## config.mk

```make
export PLATFORM = sky130hd
export DESIGN_NAME = sub_flag_unit
export DESIGN_NICKNAME = d
export VERILOG_FILES = /design/src/rtl/sub_flag_pkg.sv /design/src/rtl/operand_prep.sv /design/src/rtl/ripple_adder.sv /design/src/rtl/flag_gen.sv /design/src/rtl/out_stage.sv /design/src/rtl/sub_flag_unit.sv
export SDC_FILE = /design/constraint.sdc
export NUM_CORES = 1
export LEC_CHECK = 0
export ABC_AREA = 1
export BUFFER_PORTS_ARGS = -buffer_cell sky130_fd_sc_hd__buf_4
export CAP_MARGIN = 40
export CORE_MARGIN = 4
export CORE_UTILIZATION = 43
export DETAILED_ROUTE_END_ITERATION = 8
export HOLD_SLACK_MARGIN = 0.03
export PLACE_DENSITY = 0.79
export SETUP_SLACK_MARGIN = 0.05
export SYNTH_ARGS = -nofsm -noshare
export SYNTH_HDL_FRONTEND = slang
export SYNTH_HIERARCHICAL = 1
export SYNTH_SLANG_ARGS = --single-unit
export TNS_END_PERCENT = 50
```

## constraint.sdc

```tcl
create_clock -name clk -period 3.4 [get_ports clk]
set_clock_uncertainty 0.2 [all_clocks]
set_input_delay 0 -clock clk [delete_from_list [all_inputs] [get_ports clk]]
set_output_delay 0 -clock clk [all_outputs]
set_load 0.005 [all_outputs]
```

## src/rtl/sub_flag_pkg.sv

```systemverilog
// Package: shared types for the subtractor with status flags.
// Assumes: the flag bundle is the same for every operand width.
package sub_flag_pkg;

    // Status flags produced with every result.
    typedef struct packed {
        logic c;  // ninth bit of the adder sum
        logic v;  // operand-sign overflow
        logic z;  // result is zero
        logic n;  // result sign bit
    } flag_t;

endpackage

```

## src/rtl/operand_prep.sv

```systemverilog
// operand_prep: chooses the second adder operand. In subtract mode it
// forms the two's complement negation of b (bits inverted, then a rippled
// increment). In add mode it passes b through unchanged.
// Assumes: op_sub is settled in the same cycle as b. neg_carry is the
// carry out of the increment, which is 1 only when b is zero in subtract mode.
module operand_prep #(
    parameter int W = 8
) (
    input  logic         clk,
    input  logic         rst_n,
    input  logic [W-1:0] b,
    input  logic         op_sub,
    output logic [W-1:0] opnd,
    output logic         neg_carry
);
    logic [W-1:0] inv;
    logic [W:0]   inc_c;
    logic [W-1:0] neg;

    // Invert every bit of the subtrahend.
    always_comb inv = ~b;

    assign inc_c[0] = 1'b1;
    for (genvar i = 0; i < W; i++) begin : g_inc
        // One stage of the +1 ripple incrementer.
        always_comb begin
            neg[i]       = inv[i] ^ inc_c[i];
            inc_c[i + 1] = inv[i] & inc_c[i];
        end
    end

    // Pick the negated or the plain operand.
    always_comb begin
        opnd      = op_sub ? neg : b;
        neg_carry = op_sub & inc_c[W];
    end

    // the operand fed in subtract mode cancels b modulo 2^W.
    assert_negate_cancels_R3: assert property (@(posedge clk) disable iff (!rst_n)
        op_sub |-> ((opnd + b) == '0));

    // the increment carries out only for a zero subtrahend.
    assert_negcarry_zero_R2: assert property (@(posedge clk) disable iff (!rst_n)
        neg_carry |-> (b == '0));
endmodule

```

## src/rtl/ripple_adder.sv

```systemverilog
// ripple_adder: plain carry-ripple adder built from W full-adder cells.
// Assumes: no carry-in. Subtract mode supplies its +1 through operand_prep.
module ripple_adder #(
    parameter int W = 8
) (
    input  logic         clk,
    input  logic         rst_n,
    input  logic [W-1:0] x,
    input  logic [W-1:0] y,
    output logic [W-1:0] sum,
    output logic         cout
);
    logic [W:0] cy;

    assign cy[0] = 1'b0;
    for (genvar i = 0; i < W; i++) begin : g_fa
        // One full-adder cell of the chain.
        always_comb begin
            sum[i]    = x[i] ^ y[i] ^ cy[i];
            cy[i + 1] = (x[i] & y[i]) | (cy[i] & (x[i] ^ y[i]));
        end
    end

    // Expose the final carry.
    always_comb cout = cy[W];

    // the chain agrees with a W+1 bit arithmetic sum.
    assert_chain_sum_R1: assert property (@(posedge clk) disable iff (!rst_n)
        {cout, sum} == ({1'b0, x} + {1'b0, y}));
endmodule

```

## src/rtl/flag_gen.sv

```systemverilog
// flag_gen: derives carry, overflow, zero and negative from the adder sum.
// Assumes: opnd_sign is the sign of the operand actually fed to the adder.
// neg_carry is the carry lost when that operand was formed.
module flag_gen #(
    parameter int W = 8
) (
    input  logic                  a_sign,
    input  logic                  opnd_sign,
    input  logic [W-1:0]          sum,
    input  logic                  add_cout,
    input  logic                  neg_carry,
    output sub_flag_pkg::flag_t   flags
);
    // Combine the adder status into the flag bundle.
    always_comb begin
        flags.c = add_cout | neg_carry;
        flags.v = (a_sign == opnd_sign) && (sum[W-1] != a_sign);
        flags.z = (sum == '0);
        flags.n = sum[W-1];
    end
endmodule

```

## src/rtl/out_stage.sv

```systemverilog
// out_stage: optional output register with synchronous active-low reset.
// With REG_OUT=0 the values pass straight through.
// Assumes: in the registered variant, clk is free-running.
module out_stage #(
    parameter int W       = 8,
    parameter bit REG_OUT = 1'b1
) (
    input  logic                clk,
    input  logic                rst_n,
    input  logic [W-1:0]        res_i,
    input  sub_flag_pkg::flag_t flg_i,
    output logic [W-1:0]        res_o,
    output sub_flag_pkg::flag_t flg_o
);
    if (REG_OUT) begin : g_reg
        // Capture the result and flags, cleared while reset is low.
        always_ff @(posedge clk) begin
            if (!rst_n) begin
                res_o <= '0;
                flg_o <= '0;
            end else begin
                res_o <= res_i;
                flg_o <= flg_i;
            end
        end

        // one clock of latency once reset has been released.
        assert_one_cycle_R9: assert property (@(posedge clk) disable iff (!rst_n)
            $past(rst_n) |-> (res_o == $past(res_i) && flg_o == $past(flg_i)));
    end else begin : g_comb
        // Pass the values through unregistered.
        always_comb begin
            res_o = res_i;
            flg_o = flg_i;
        end
    end
endmodule

```

## src/rtl/sub_flag_unit.sv

```systemverilog
// sub_flag_unit: add/subtract unit with carry, overflow, zero, negative.
// Subtract computes a + (~b + 1). C is the ninth bit of that total and
// V uses the sign rule on the operands as fed to the adder.
// Assumes: a, b and op_sub are stable at each rising clock edge.
module sub_flag_unit #(
    parameter int W       = 8,
    parameter bit REG_OUT = 1'b1
) (
    input  logic         clk,
    input  logic         rst_n,
    input  logic [W-1:0] a,
    input  logic [W-1:0] b,
    input  logic         op_sub,
    output logic [W-1:0] result,
    output logic         c_flag,
    output logic         v_flag,
    output logic         z_flag,
    output logic         n_flag
);
    import sub_flag_pkg::*;

    localparam logic [W-1:0] MINV = {1'b1, {(W-1){1'b0}}};

    logic [W-1:0] opnd;
    logic         neg_carry;
    logic [W-1:0] sum_w;
    logic         add_cout;
    flag_t        flags;
    flag_t        flags_q;

    operand_prep #(.W(W)) u_prep (
        .clk(clk), .rst_n(rst_n), .b(b), .op_sub(op_sub),
        .opnd(opnd), .neg_carry(neg_carry)
    );

    ripple_adder #(.W(W)) u_add (
        .clk(clk), .rst_n(rst_n), .x(a), .y(opnd),
        .sum(sum_w), .cout(add_cout)
    );

    flag_gen #(.W(W)) u_flags (
        .a_sign(a[W-1]), .opnd_sign(opnd[W-1]), .sum(sum_w),
        .add_cout(add_cout), .neg_carry(neg_carry), .flags(flags)
    );

    out_stage #(.W(W), .REG_OUT(REG_OUT)) u_out (
        .clk(clk), .rst_n(rst_n), .res_i(sum_w), .flg_i(flags),
        .res_o(result), .flg_o(flags_q)
    );

    // Unpack the flag bundle onto the ports.
    always_comb begin
        c_flag = flags_q.c;
        v_flag = flags_q.v;
        z_flag = flags_q.z;
        n_flag = flags_q.n;
    end

    // subtract mode yields the modular difference.
    assert_sub_diff_R1: assert property (@(posedge clk) disable iff (!rst_n)
        op_sub |-> (sum_w == (a - b)));

    // carry means no unsigned borrow.
    assert_no_borrow_R2: assert property (@(posedge clk) disable iff (!rst_n)
        op_sub |-> (flags.c == (a >= b)));

    // apart from b = MINV, V matches true signed overflow.
    assert_sub_overflow_R3: assert property (@(posedge clk) disable iff (!rst_n)
        (op_sub && b != MINV) |->
            (flags.v == ((a[W-1] != b[W-1]) && (sum_w[W-1] != a[W-1]))));

    // a MINV subtrahend obeys the rule on the MINV operand.
    assert_min_operand_R4: assert property (@(posedge clk) disable iff (!rst_n)
        (op_sub && b == MINV) |-> (flags.v == (a[W-1] && !sum_w[W-1])));

    // add mode yields the plain sum and carry.
    assert_add_sum_R5: assert property (@(posedge clk) disable iff (!rst_n)
        !op_sub |-> ({flags.c, sum_w} == ({1'b0, a} + {1'b0, b})));

    // zero and negative can never be set together.
    assert_zn_exclusive_R6: assert property (@(posedge clk) disable iff (!rst_n)
        $onehot0({flags.z, flags.n}));
endmodule

```

# [Yosys cells after proc, flatten, opt, wreduce, memory -nomap -nowiden]
# Index checks and enable logic that the tools add are counted.
[totals] mem_count=0 ramBits=0 elab_cells=65 ff_bits=12 latch_bits=0 romBits=0 inputBits=19
[classes] n_mux=1 n_addsub=0 div=0 multipliers=0 n_reduce_logical=2 shift=0 n_eq_ne=2 order_cmp=0 bitwise_logic=55
[op_table] cell="bitwise AND 1 bit" count=23
[op_table] cell="bitwise XOR 1 bit" count=22
[op_table] cell="logical NOT 8 bit" count=1
[op_table] cell="2-to-1 mux 8 bit" count=1
[op_table] cell="NOT 8 bit" count=1
[op_table] cell="OR 1 bit" count=8
[op_table] cell="equality test 1 bit" count=1
[op_table] cell="logical AND 1 bit" count=1
[op_table] cell="inequality test 1 bit" count=1
[op_table] cell="NOT 1 bit" count=1

# [Logic depth before layout (Yosys ltp)]
[logic_depth] word_depth=25 ltp_mapped=21 ltp_nobuf=21

# [Modules after synthesis]
# Netlist, hierarchy kept.
[modules_own_cells] module="out_stage" instances=1 cells_per_inst=37 seq_area_each_um2=240.2 area_per_inst_um2=341.6
[modules_own_cells] module="operand_prep" instances=1 cells_per_inst=41 seq_area_each_um2=0.0 area_per_inst_um2=226.5
[modules_own_cells] module="ripple_adder" instances=1 cells_per_inst=18 seq_area_each_um2=0.0 area_per_inst_um2=190.2
[modules_own_cells] module="flag_gen" instances=1 cells_per_inst=19 seq_area_each_um2=0.0 area_per_inst_um2=77.6

# [Worst setup path after synthesis]
# OpenSTA, ideal clock, no wires.
[synth_path] kind="input-to-reg" startpoint="input b[0]" endpoint="register u_out/flg_o[2] (netlist name)" n_path_buf=0 setup_slack_ns=-0.262 arrival_ns=3.407 cell_stages=21 path_cell_list="inv_1 ha_1 nand2_1 nand2_1 inv_1 fa_1 inv_1 fa_1 fa_1 fa_1 fa_1 fa_1 inv_1 fa_1 inv_1 inv_1 nand2_1 nand2_1 nor2_1 nand2_1 inv_1"
[synth_rtl] item="from (decl)" line="sub_flag_unit.sv:12" text="input logic [W-1:0] b,"
[synth_rtl] item="to (signal assigned)" line="out_stage.sv:23" text="flg_o <= flg_i;"
[synth_rtl] item="to (decl)" line="out_stage.sv:13" text="output sub_flag_pkg::flag_t flg_o"

==> out/results.tsv <==
metric	value	unit
critical-path-top-cell-by-count	sky130_fd_sc_hd__fa_2	
diodes	0	
crit_type	primary input to flop	
worstSetupStartpointType	primary input	
areaGrowthSynthToFinish	48.8	%
grtUsageMet1	10.8	%
routed_wl	1500	um
syn_nets	149	
grt_max_degree	13	
finalNetCount	192	
powerDensity	323	mW/mm2
worst_ep_arrival_time	3.31	ns
whs_endpoint	u_out/flg_o[2]$_SDFF_PN0_	
global_route.peak_usage_layer	met2	
io_pins	31	
cts_inserted_buffers	3	
dp_hpwl	1290	um
floorplan.initialDensity	46.9	%
report.power.total	0.000402	W
core_util_final	69.8	%
crit_path_top_delay_cell	sky130_fd_sc_hd__fa_1	
first_global_vias	634	
port_buffers	30	
clock.fmax	303	MHz
commonest_non_fill_non_tap_cells_in_the_layout	sky130_fd_sc_hd__nand2_1 (37), sky130_fd_sc_hd__buf_4 (33), sky130_fd_sc_hd__inv_1 (27)	
crit_chain	buf_6 > inv_12 > ha_4 > nand2_2 > nand2_2 > inv_2 > fa_2 > inv_2 > fa_2 > fa_2 > fa_2 > fa_2 > fa_2 > inv_2 > fa_1 > inv_2 > inv_1 > nand2_1 > nand2_1 > nor2_1 > nand2_1 > inv_1	
grt_first_pass_wirelength	2300	um
ir_worst_vdd	0.132	mV
drt-wirelength-per-cell	8.28	um
relSlewSlack	92.6	%
cts_setup_buffers	0	
total_grt_usage	11.8	%
grt_overflow_total	0	
met2_usage	22.6	%
rows	15	
deepest_clock_path_buffer_count	2	
p_leak	0.766	nW
use_met3	1.15	%
avgSynthCellArea	7.27	um2
layout.cells.most_common	sky130_fd_sc_hd__nand2_1	
slowest_delay	0.41	ns
final-setup-viol-count	0	
layout_worst_path_cycle_share	97.2	%
drtPass1Iterations	3	
critPathCaptureType	flop	
timing.final.crit_period	3.30	ns
setup_tns	0	ns
synthesis.instances	115	
postSynthRegisterBits	12	
proportion_of_synthesized_chip_area_in_sequential_cells	28.7	%
worst_slack	0.0957	ns
hold_path_class	primary input to flop	
final_antenna_net_count	0	
floorplan.core_area	0.00178	mm2
floorplan.die_area	0.00271	mm2
final_hold_viol_count	0	
antenna_found_initial	0	
preCtsSetupSlack	-0.351	ns
vias	720	
drv_slew	0	
cap_violations	0	
hold_path_depth	8	
timing.hold.worst.start	b[7]	
status	completed	
crit_path_max_fanout	4	
number_of_clock_sinks	12	
h-tree-depth	1	
grt_setup_unrepaired	yes	
globalplace.congestion	0.731	
cts_tree	yes	
synth_area	836	um2
viasPerCell	3.98	
critical_path_required	3.41	ns
synth.distinct_cells	10	
chipHeight	52.1	um
clk_pin_slew_worst_paths	0.06	ns
slew_at_the_pin_closest_to_its_max_slew_limit	0.111	ns
layout-drive-gt1-share	36.5	%
drt_iter0_markers	13	
root_buffer	sky130_fd_sc_hd__clkbuf_4	
detail_route.drc_violations	0	
floorplan.die.width	52.1	um
yosysWarningCount	6	
## synth_stat cells
library cell	n	area share [%]
sky130_fd_sc_hd__buf_6	2	2.7
sky130_fd_sc_hd__ha_1	8	12
sky130_fd_sc_hd__or2_2	1	0.75
sky130_fd_sc_hd__fa_1	7	17
sky130_fd_sc_hd__inv_2	1	0.45
sky130_fd_sc_hd__dfxtp_1	12	29
sky130_fd_sc_hd__inv_1	34	15
sky130_fd_sc_hd__nor2_1	8	3.6
sky130_fd_sc_hd__buf_4	2	1.8
sky130_fd_sc_hd__nand2_1	40	18
## stage by stage
step                      hold WS, ns  instances  cell area [um2]
final                          0.0556        181             1240
after global routing           0.0892        181             1240
after CTS                      0.0496        181             1230
after detailed placement       0.0755        170             1130
after global placement         0.0743        170             1130
after floorplan                -0.107        115              878
## where the power goes
| part | internal [W] | switching, W |
|---|---|---|
| combinational | 0.0000881 | 0.0000734 |
| sequential | 0.000159 | 0.00000399 |
| clock | 0.0000407 | 0.0000364 |
## cell type report
cell class              count  area [um2]
flip-flops and latches     12         240
multi-input cells          64         464
fillers                   166         539
inverters                  35         146
clock buffers               3        22.5
repair buffers             42         339
well taps                  25        31.3
## logic make-up after synthesis
family	share of synthesized area, %
flops	28.7
buf+inv	20.2
fa+ha+maj	28.7
simple gates	22.3
## worst max-delay path, delay by kind of cell
kind / cells / cell delay (ns)
adders and majority gates: 8 / 2.53
buffers and inverters: 8 / 0.45
and+or+nand+nor: 6 / 0.32
## how the worst max path moves through the flow
stage / from / end / slack [ns] / cells after the start
floorplan: b[1] / u_out/flg_o[2]$_SDFF_PN0_ / -0.08 / 21
global placement: b[1] / u_out/flg_o[2]$_SDFF_PN0_ / -0.30 / 22
detailed placement: b[1] / u_out/flg_o[2]$_SDFF_PN0_ / -0.35 / 22
CTS: b[0] / u_out/flg_o[2]$_SDFF_PN0_ / 0.08 / 22
global route: b[1] / u_out/flg_o[2]$_SDFF_PN0_ / -0.05 / 22
finish: b[1] / u_out/flg_o[2]$_SDFF_PN0_ / 0.1 / 22
## repair_timing
item | CTS | global route
hold endpoints to repair | 12 | 0
pin swaps | 4 | 1
hold buffers | 8 | 0
gates resized for setup | 1 | 4
setup endpoints to repair | 4 | 2
## per-layer routing
metal | part of all wire, % | up-vias
met5 | 0 | -
met2 | 50 | 27
li1 | - | 397
met3 | 9.1 | 4
met1 | 38 | 292
met4 | 2.9 | 0
## state kept, by name, indices dropped and copies added, names as in the netlist
| signal | flops |
|---|---|
| u_out/res_o | 8 |
| u_out/flg_o | 4 |
No activity file was read; power rests on OpenSTA's default activity.
